$ cat src/rtl/cvic_pkg.sv
// Package: shared types for the collision-vector initiation controller.
// Assumes nothing beyond IEEE 1800-2017.
package cvic_pkg;
    typedef enum logic {
        ISSUE_GREEDY   = 1'b0,
        ISSUE_EXPLICIT = 1'b1
    } issue_mode_e;
endpackage

$ cat src/rtl/cvic_state_reg.sv
// Collision vector register. Each cycle it shifts right by one with a zero
// entering at the top; when load is high the initial vector is ORed in.
// Assumes bit 0 is the latency-1 position and load is already qualified.
module cvic_state_reg #(
    parameter int N = 5
) (
    input  logic         clk,
    input  logic         rst_n,
    input  logic [N-1:0] icv,
    input  logic         load,
    output logic [N-1:0] cv
);
    logic [N-1:0] cv_q;
    logic [N-1:0] cv_d;

    // Per-bit next state: upper neighbour (zero at top) merged with icv on load.
    for (genvar j = 0; j < N; j++) begin : g_bit
        if (j == N - 1) begin : g_top
            assign cv_d[j] = load & icv[j];
        end else begin : g_mid
            assign cv_d[j] = cv_q[j+1] | (load & icv[j]);
        end
    end

    // State register with synchronous clear to the empty-pipeline vector.
    always_ff @(posedge clk) begin
        if (!rst_n) cv_q <= '0;
        else        cv_q <= cv_d;
    end

    assign cv = cv_q;

    // without a load the vector only shifts.
    p_shift_idle_r4: assert property (@(posedge clk) disable iff (!rst_n)
        !load |=> cv == ($past(cv) >> 1));
    // with a load the shifted vector is merged with icv.
    p_merge_r3: assert property (@(posedge clk) disable iff (!rst_n)
        load |=> cv == (($past(cv) >> 1) | $past(icv)));
endmodule

$ cat src/rtl/cvic_gap_counter.sv
// Counts the cycles since the last initiation (the latency a start now would
// have), saturating at N+1, and keeps the latency of the last grant.
// Assumes load marks a granted initiation in the current cycle.
module cvic_gap_counter #(
    parameter int N  = 5,
    parameter int CW = $clog2(N + 2)
) (
    input  logic          clk,
    input  logic          rst_n,
    input  logic          load,
    output logic [CW-1:0] since,
    output logic [CW-1:0] last
);
    localparam logic [CW-1:0] SAT = CW'(N + 1);

    logic [CW-1:0] since_q;
    logic [CW-1:0] last_q;

    // Gap counter: restart at 1 after a grant, else count up to saturation.
    always_ff @(posedge clk) begin
        if (!rst_n)              since_q <= SAT;
        else if (load)           since_q <= CW'(1);
        else if (since_q != SAT) since_q <= since_q + CW'(1);
    end

    // Capture the latency of each granted initiation.
    always_ff @(posedge clk) begin
        if (!rst_n)    last_q <= '0;
        else if (load) last_q <= since_q;
    end

    assign since = since_q;
    assign last  = last_q;

    // the counter restarts at one after a grant.
    p_restart_r8: assert property (@(posedge clk) disable iff (!rst_n)
        load |=> since == CW'(1));
    // the counter never passes its saturation value.
    p_no_overflow_r8: assert property (@(posedge clk) disable iff (!rst_n)
        since <= SAT);
endmodule

$ cat src/rtl/cvic_issue_ctl.sv
// Issue decision: grants a pending request when the latency-1 bit of the
// current vector is free and, in explicit mode, the minimum latency is met.
// Assumes cv_lsb and since come from registers; the output is combinational.
module cvic_issue_ctl
    import cvic_pkg::*;
#(
    parameter int N  = 5,
    parameter int CW = $clog2(N + 2)
) (
    input  logic          rst_n,
    input  logic          req,
    input  issue_mode_e   mode,
    input  logic [CW-1:0] min_lat,
    input  logic          cv_lsb,
    input  logic [CW-1:0] since,
    output logic          grant
);
    logic lat_ok;

    // Minimum-latency gate: always open in greedy mode.
    always_comb begin
        unique case (mode)
            ISSUE_GREEDY:   lat_ok = 1'b1;
            ISSUE_EXPLICIT: lat_ok = (since >= min_lat);
            default:        lat_ok = 1'b0;
        endcase
    end

    // Grant: request pending, no collision, latency accepted, not in reset.
    always_comb grant = rst_n & req & ~cv_lsb & lat_ok;
endmodule

$ cat src/rtl/cvic_initiation_ctrl.sv
// Top: collision-vector pipeline initiation controller. It walks the
// collision-vector state diagram in hardware and issues starts greedily or at
// a requested minimum latency.
// Assumes a static pipeline with no internal stalls, icv bit 0 = latency 1,
// and icv stable between initiations.
module cvic_initiation_ctrl
    import cvic_pkg::*;
#(
    parameter int N  = 5,
    parameter int CW = $clog2(N + 2)
) (
    input  logic          clk,
    input  logic          rst_n,
    input  logic [N-1:0]  icv,
    input  logic          req,
    input  logic          mode_explicit,
    input  logic [CW-1:0] min_lat,
    output logic          grant,
    output logic [N-1:0]  cv_state,
    output logic [CW-1:0] since_cnt,
    output logic [CW-1:0] last_lat
);
    issue_mode_e mode;
    logic        grant_w;

    // Mode decode from the plain port.
    always_comb mode = issue_mode_e'(mode_explicit);

    cvic_issue_ctl #(.N(N), .CW(CW)) u_issue (
        .rst_n   (rst_n),
        .req     (req),
        .mode    (mode),
        .min_lat (min_lat),
        .cv_lsb  (cv_state[0]),
        .since   (since_cnt),
        .grant   (grant_w)
    );

    cvic_state_reg #(.N(N)) u_state (
        .clk   (clk),
        .rst_n (rst_n),
        .icv   (icv),
        .load  (grant_w),
        .cv    (cv_state)
    );

    cvic_gap_counter #(.N(N), .CW(CW)) u_gap (
        .clk   (clk),
        .rst_n (rst_n),
        .load  (grant_w),
        .since (since_cnt),
        .last  (last_lat)
    );

    assign grant = grant_w;

    // never grant into a collision or without a request.
    p_safe_grant_r2: assert property (@(posedge clk) disable iff (!rst_n)
        grant |-> (req && !cv_state[0]));
    // explicit mode never starts before the requested latency.
    p_explicit_wait_r7: assert property (@(posedge clk) disable iff (!rst_n)
        (grant && mode_explicit) |-> (since_cnt >= min_lat));
    // the reported latency is the gap at the granting cycle.
    p_last_lat_r9: assert property (@(posedge clk) disable iff (!rst_n)
        grant |=> last_lat == $past(since_cnt));
    // an empty pipeline stays empty while no request arrives.
    p_empty_hold_r5: assert property (@(posedge clk) disable iff (!rst_n)
        (cv_state == '0 && !req) |=> cv_state == '0);
    // a start at a saturated gap loads exactly the initial vector.
    p_late_start_r11: assert property (@(posedge clk) disable iff (!rst_n)
        (grant && since_cnt == CW'(N + 1)) |=> cv_state == $past(icv));
endmodule

$ cat config.mk
export PLATFORM = sky130hd
export DESIGN_NAME = cvic_initiation_ctrl
export DESIGN_NICKNAME = d
export VERILOG_FILES = /design/src/rtl/cvic_pkg.sv /design/src/rtl/cvic_state_reg.sv /design/src/rtl/cvic_gap_counter.sv /design/src/rtl/cvic_issue_ctl.sv /design/src/rtl/cvic_initiation_ctrl.sv
export SDC_FILE = /design/constraint.sdc
export NUM_CORES = 1
export LEC_CHECK = 0
export BUFFER_PORTS_ARGS = -buffer_cell sky130_fd_sc_hd__buf_2
export CELL_PAD_IN_SITES_DETAIL_PLACEMENT = 0
export CELL_PAD_IN_SITES_GLOBAL_PLACEMENT = 2
export CORE_MARGIN = 4
export CORE_UTILIZATION = 25
export CTS_CLUSTER_DIAMETER = 50
export DETAILED_ROUTE_END_ITERATION = 16
export PLACE_DENSITY = 0.86
export SLEW_MARGIN = 40
export SYNTH_ARGS = -nofsm -noshare
export SYNTH_HDL_FRONTEND = slang
export SYNTH_SLANG_ARGS = --single-unit
$ cat constraint.sdc
create_clock -name clk -period 2.1 [get_ports clk]
set_clock_uncertainty 0.1 [all_clocks]
set_input_delay 0.525 -clock clk [delete_from_list [all_inputs] [get_ports clk]]
set_output_delay 0.525 -clock clk [all_outputs]
set_load 0.02 [all_outputs]
==> metrics.txt <==
TritonCTS clock tree built; peak ir drop on the vdd network 497 uV; Synth cell types 21; IO Count 24; fraction of registers with async set/reset 0%; unrepaired setup endpoints after global routing true; Max-cap violations 0; data required time at the worst endpoint 1.47 ns; fmax 483 MHz; number of buffers created by CTS 3; RD Place Congestion 0.643; root buf cell sky130_fd_sc_hd__clkbuf_4; final-layout worst hold slack 0.360 ns; net count of the mapped netlist 74; overall die height 54.5 microns; total power divided by cell area 933 nW/um^2; total routing usage reported by global routing 9.26%; final clock period utilization by the worst path 98.7%; share of cells above drive strength 1 46.5%; worst-skew pair later-pin latency 0.26 ns; Final Core Density 38.4%; outcome completed; post-DR vias/cell 4.17; detailed-placement wirelength estimate 863 microns; Data arrival, critical path 1.45 ns; Critical Path Slowest Stage Cell sky130_fd_sc_hd__ha_4; number of vias after detailed routing 471; final setup slack of the worst path 0.0283 ns; number of global-route vias before repair 434; Routed wire per std cell 10.3 microns; endpoints failing setup 0; drc violations 0; antenna violations before repair 0; launching element of the worst setup path min_lat[2]; area of the mapped netlist 541 sq um; warning count from the yosys run 0; Final Max Tran Viols 0; first-pass iteration count of the detailed router 4; Slew HR 87.0%; worst slack at placement -0.0628 ns; sum of buffers and inverters on the critical path 3; total global routing overflow 0; maximum fanout count along the critical path 2; count of filler cells inserted in the layout 222; clock transition time at the flip-flop clock pins of the worst setup and hold paths 0.07 ns; count of antenna diodes in the layout 0; largest area contributor in the synthesized netlist sky130_fd_sc_hd__dfxtp_1; Crit Path Category input pin to output pin; count leader, synth sky130_fd_sc_hd__dfxtp_1; synthesized netlist cell count 57; part of the Yosys area used for sequential elements 40.7%; number of flops mapped to enable cells by yosys 0; most common flop cell mapped by yosys sky130_fd_sc_hd__dfxtp_1; launching element type of the critical path input pin; P&R area growth vs syn 42.1%; final cell count without fillers 113; area share of the leading cell type in the synthesized netlist 40.7%; crit path cell chain buf_2, inv_2, ha_4, a211oi_2, a21oi_2, and2_4, buf_6; initial DRC count 7; Bufs on Longest Clock Path 2; Port Buffers 23; commonest cells in the synthesized netlist sky130_fd_sc_hd__dfxtp_1 (11), sky130_fd_sc_hd__nand2_1 (8), sky130_fd_sc_hd__and2_1 (5), sky130_fd_sc_hd__ha_1 (5), sky130_fd_sc_hd__inv_1 (5); total chip power 0.000717 W; effective utilization at floorplan 27.0%; start point of the worst hold path u_gap.last[2]$_SDFFE_PN0N_; number of nets in the final layout 104; slew at the pin closest to its max-slew limit 0.195 ns; origin of the critical flop-to-flop path u_gap.since[0]$_SDFFE_PN0P_; leading post-synthesis cells by cell area sky130_fd_sc_hd__dfxtp_1 (41%), sky130_fd_sc_hd__ha_1 (12%), sky130_fd_sc_hd__a22o_1 (6.5%), sky130_fd_sc_hd__and2_1 (5.8%), sky130_fd_sc_hd__mux2i_1 (5.6%); clock period minus worst slack 2.07 ns; Mapped Avg Cell Area 9.48 sq um; die width 54.5 microns; pin count of the biggest net entering global routing 19; Worst Hold Class register to register; Cell Rows 16; flip-flop and latch count after synthesis 11; Core Region 2000 sq um; CTS H-Tree Depth 1; total routed wirelength 1.16 mm; first-pass GRT wire length 1.90 mm; Die ar. 2970 sq um; Detail Route Antenna Nets 0; cell count after placement 107; largest incremental delay on the critical path 0.20 ns; final hold vios 0; Worst path top cell family by delay compound AO/OA/AOI/OAI gates; clock sink count 11; kind of end point of the critical path output pin; LEAKAGE 0.379 nW
[flip-flops by register name, indices dropped and copies added (netlist names)]
name         flops
u_state.cv       5
u_gap.since      3
u_gap.last       3
[cell families (layout without fill, tap and decap cells)]
group,count (synthesis),count (layout),share of synthesized area (%)
and+or+nand+nor,16,16,15.0
AOI/OAI and AO/OA,12,12,16.9
DFF,11,11,40.7
buffers and inverters,9,38,8.56
adders and majority gates,5,5,11.6
muxes,3,3,5.56
xor gates and xnor gates,1,1,1.62
[placed cells by master (no fill, tap or decap), types with 2 or more instances in the layout]
master / count
sky130_fd_sc_hd__buf_2: 22
sky130_fd_sc_hd__dfxtp_1: 10
sky130_fd_sc_hd__nand2_1: 8
sky130_fd_sc_hd__buf_4: 6
sky130_fd_sc_hd__and2_1: 4
sky130_fd_sc_hd__a22o_1: 4
sky130_fd_sc_hd__inv_1: 3
sky130_fd_sc_hd__mux2i_1: 3
sky130_fd_sc_hd__ha_1: 3
sky130_fd_sc_hd__clkbuf_4: 3
sky130_fd_sc_hd__inv_2: 2
sky130_fd_sc_hd__o21ai_0: 2
sky130_fd_sc_hd__o21ai_1: 2
sky130_fd_sc_hd__ha_4: 2
[power by group]
part           switching [W]  total (W)  internal [W]
sequential         0.0000203   0.000266      0.000245
combinational       0.000166   0.000309      0.000143
clock              0.0000684   0.000142     0.0000733
total               0.000255   0.000717      0.000462
[worst paths after layout]
path | to | slack (ns) | cells after the start
worst max-delay path | grant | 0.03 | 7
worst min-delay path | u_gap.last[2]$_SDFFE_PN0N_ | 0.36 | 2
worst max register to register | u_gap.last[2]$_SDFFE_PN0N_ | 0.62 | 6
worst min register to register | u_gap.last[2]$_SDFFE_PN0N_ | 0.36 | 2
[worst min-delay path: cells and delay by family (launching register included)]
| family | cells | cell delay [ns] |
|---|---|---|
| DFF | 1 | 0.31 |
| and+or+nand+nor | 1 | 0.05 |
| muxes | 1 | 0.05 |
[layer usage]
| layer | wire length [microns] | vias up | part of all wire, % | global-route usage (%) |
|---|---|---|---|---|
| li1 | - | 247 | - | - |
| met1 | 525 | 207 | 45 | 12.1 |
| met2 | 518 | 15 | 45 | 12.9 |
| met3 | 95 | 2 | 8.2 | 2.72 |
| met4 | 23 | 0 | 2.0 | 6.22 |
| met5 | 0 | - | 0 | 0 |
[through the flow]
step	cell area (sq um)	setup TNS [ns]
2_1_floorplan	557	0
3_3_place_gp	708	-0.0473
3_5_place_dp	708	-0.0628
4_1_cts	768	0
5_1_grt	768	-0.0340
6_report	768	0
[layout make-up]
| cell class | count | area (sq um) | area share (%) |
|---|---|---|---|
| multi-input cells | 37 | 302 | 39.3 |
| repair buffers | 29 | 166 | 21.7 |
| inverters | 5 | 18.8 | 2.44 |
| well taps | 27 | 33.8 | 4.40 |
| flip-flops and latches | 11 | 221 | 28.8 |
| clock buffers | 4 | 26.3 | 3.42 |
[what timing repair did]
item / 4_1_cts / 5_1_grt
setup buffers: 2 / 0
setup endpoints to repair: 1 / 1
hold endpoints to repair: 0 / 0
hold buffers: 0 / 0
pin swaps: 6 / 1
gates cloned: 0 / 0
resized for setup: 5 / 0
(Power assumes the default switching activity.)
